<file path="config.mk">
export PLATFORM = sky130hd
export DESIGN_NAME = gated_clk_bank
export DESIGN_NICKNAME = d
export VERILOG_FILES = /design/src/rtl/gated_clk_bank.sv
export SDC_FILE = /design/constraint.sdc
export NUM_CORES = 1
export LEC_CHECK = 0
export BUFFER_PORTS_ARGS = -buffer_cell sky130_fd_sc_hd__buf_2
export CAP_MARGIN = 20
export CORE_MARGIN = 2
export CORE_UTILIZATION = 40
export DETAILED_ROUTE_END_ITERATION = 8
export PLACE_DENSITY = 0.75
export SYNTH_ARGS = -nofsm -noshare
export SYNTH_HDL_FRONTEND = slang
export SYNTH_SLANG_ARGS = --single-unit
</file>
<file path="constraint.sdc">
create_clock -name clk_src -period 0.8 [get_ports clk_src]
set_input_delay 0.24 -clock clk_src [delete_from_list [all_inputs] [get_ports clk_src]]
set_output_delay 0.24 -clock clk_src [all_outputs]
set_load 0.02 [all_outputs]
</file>
<file path="src/rtl/gated_clk_bank.sv">
module gated_clk_bank #(
  parameter int NUM_OUT     = 6,
  parameter int SYNC_STAGES = 2
) (
  input  logic               clk_src,
  input  logic               rst_n,
  input  logic [NUM_OUT-1:0] en_pin,
  input  logic [NUM_OUT-1:0] en_bit,
  input  logic               pwrdn_n,
  output logic [NUM_OUT-1:0] clk_out
);

  localparam int LAST = SYNC_STAGES - 1;

  logic [SYNC_STAGES-1:0][NUM_OUT-1:0] pin_sync;
  logic [SYNC_STAGES-1:0]              pd_sync;
  logic [NUM_OUT-1:0]                  run_req;
  logic [NUM_OUT-1:0]                  gate_q;

  always_ff @(posedge clk_src or negedge rst_n) begin
    if (!rst_n) begin
      pin_sync <= '0;
      pd_sync  <= '0;
    end else begin
      pin_sync <= {pin_sync[SYNC_STAGES-2:0], en_pin};
      pd_sync  <= {pd_sync[SYNC_STAGES-2:0], pwrdn_n};
    end
  end

  assign run_req = pin_sync[LAST] & en_bit & {NUM_OUT{pd_sync[LAST]}};

  // captured while the clock falls, so gates only move during the low phase
  always_ff @(negedge clk_src or negedge rst_n) begin
    if (!rst_n) gate_q <= '0;
    else        gate_q <= run_req;
  end

  assign clk_out = gate_q & {NUM_OUT{clk_src}};

endmodule

</file>
==> summary.md <==
| Metric | Value |
|---|---|
| Met2 Usage GRT | 0.1719 |
| Required time worst endpoint | 0.56 ns |
| GR Layer Usage met1 | 0.1161 |
| Mapped Avg Cell Area | 17.99 sq um |
| Total power | 2.538 mW |
| Fin Setup TNS | -7.223 ns |
| Total GRT Usage | 0.1457 |
| R2R Path Start | pd_sync[1] |
| Worst r2r dst | gate_q[1] |
| Share of total power in the clock network | 0.542 |
| Vias per inst | 4.119 |
| Worst-Skew Late Latency | 0.41 ns |
| Clock Skew | 0.01420 ns |
| DRC viols | 0 |
| Status | complete, but fails checks |
| Internal | 1.987 mW |
| CTS tree | yes |
| N_diodes | 0 |
| Share of layout cells above drive strength 1 | 0.5072 |
| Vias in the first global route | 473 |
| Power share of the combinational group | 0.036 |
| Cell Area, Synth | 575.6 sq um |
| Synth Register Bits | 20 |
| Total routed wirelength | 886 um |
| Slew @ Worst Pin | 0.1698 ns |
| Largest net degree at the start of global routing | 15 |
| Cells on worst reg2reg path | 1 |
| First drt pass iteration count | 1 |
| Crit Path Category | reg -> out |
| DIE HEIGHT | 41.93 um |
| First-pass GRT wire length | 1587 um |
| Ys Warns | 0 |
| Final WS setup | -0.8862 ns |
| Sequential power share | 0.423 |
| Hold Path Depth | 2 |
| Die Width | 41.93 um |
| # nets final | 85 |
| CP max FO | 1 |
| HP Start | en_bit[5] |
| Max stage delay on crit path | 0.40 ns |
| Average wire per standard cell | 10.55 um |
| Clock slew at reported path FFs | 0.07 ns |
| Worst vdd ir | 2.086 mV |
| Via Count | 346 |
| Reg2Reg Setup Slack | -0.33 ns |
| Synthesized Nets | 47 |
| Fin. Hold Viols | 0 |
| CP max-delay cell | dfrtn_1 |
| Initial core utilization | 0.4368 |
| Met3 Usage GRT | 0.1261 |
| Antenna-violating nets left | 0 |
| Failing checks | negative setup slack |
| Seq/Total Area, Yosys | 0.8696 |
| Most frequent cells in the layout | buf_2, dfrtp_1, dlygate4sd3_1 |
| I/O pin cnt | 21 |
| Min Hold Slack | 0.3392 ns |
| WHS Endpoint | gate_q[5] |
| Switching share of power | 0.2168 |
| Setup Fix Bufs, Post-CTS | 0 |
| Startpoint type of the worst setup path | flip-flop |
| Hold crit path type | in -> reg |
| Initial antenna violation count | 0 |
| Leakage power | 0.4804 nW |
| Crit path DAT | 1.45 ns |
| IO buf count | 20 |
| Area grow syn2layout | 59.35% |
| Initial DRC count | 0 |
| Synth unique cells | 4 |
| CP cell instances | and2_4, buf_6 |
| Die area | 0.001758 sq mm |
| PwrDens | 2767 mW/mm^2 |
| Switching pwr | 550.2 uW |
| Crit. End Element | output pin |
| Core area | 0.001318 sq mm |
| RSZ-0062 raised after global routing | true |
| Total grt overflow | 0 |
| Slew Limit Fails | 0 |
| # setup viols final | 18 |
| Rows | 13 |
| Max Cap Viol | 0 |
| GP Congestion | 0.6050 |
| Slew HR | 0.8868 |
| Most Used Layer, Global Route | met4 |
| Syn Inst Count | 32 |
## cells in the mapped netlist
cell type   n  area [sq um]
and2_1      6         37.54
and3_1      6         37.54
dfrtn_1     6         150.1
dfrtp_1    14         350.3
## worst max-delay path by stage
stage / from / to / cells after the start
detailed placement: gate_q[4] / clk_out[4] / 2
finish: gate_q[2] / clk_out[2] / 2
global placement: gate_q[5] / clk_out[5] / 2
global route: gate_q[5] / clk_out[5] / 2
floorplan: gate_q[0] / clk_out[0] / 1
CTS: gate_q[2] / clk_out[2] / 2
## layer usage
| metal | routed length (um) | up-vias |
|---|---|---|
| met4 | 0 | 0 |
| met2 | 496 | 16 |
| met5 | 0 | - |
| li1 | - | 176 |
| met1 | 319 | 154 |
| met3 | 69 | 0 |
## power groups by stage
stage          registers, mW  clock network (mW)  logic, mW
6_report                1.07                1.37     0.0910
3_5_place_dp            1.09               0.163     0.0633
3_3_place_gp            1.09               0.163     0.0603
4_1_cts                 1.07                1.42     0.0929
5_1_grt                 1.08                1.52      0.103
2_1_floorplan           1.09               0.130    0.00783
## through the flow
step                      worst slack, ns  std cells  utilization  area (sq um)
after floorplan                   -0.3620         32            -         590.6
after global placement            -0.4620         68       0.5442         716.9
after detailed placement          -0.4833         68       0.5442         716.9
after CTS                         -0.9024         84       0.6961         917.1
after global routing              -0.9427         84       0.6961         917.1
final                             -0.8862         84       0.6961         917.1
## state kept, by name, summed over array words and instances, names as in the netlist
name / flops
gate_q: 6
pin_sync: 12
pd_sync: 2
## timing repair
| action | in CTS | in global routing |
|---|---|---|
| endpoints found under the hold margin | 27 | 0 |
| endpoints found under the setup margin | 18 | 18 |
| resized for setup | 12 | 0 |
| hold buffers | 8 | 0 |
## area by class of cell
class | count | area [sq um]
tap | 15 | 18.77
clock inverter | 1 | 30.03
clock buffer | 13 | 120.1
sequential | 20 | 500.5
fill | 98 | 400.4
timing repair buffer | 23 | 157.7
multi-input combinational | 12 | 90.09
## critical path: cells and delay by family (launching register included)
family | cells | cell delay [ns]
buf+inv | 1 | 0.10
flops | 1 | 0.40
simple gates | 1 | 0.13
## cells by family after synthesis
family / synth area share
flip-flops: 0.8696
AND/OR/NAND/NOR: 0.1304
(Power assumes the default switching activity.)
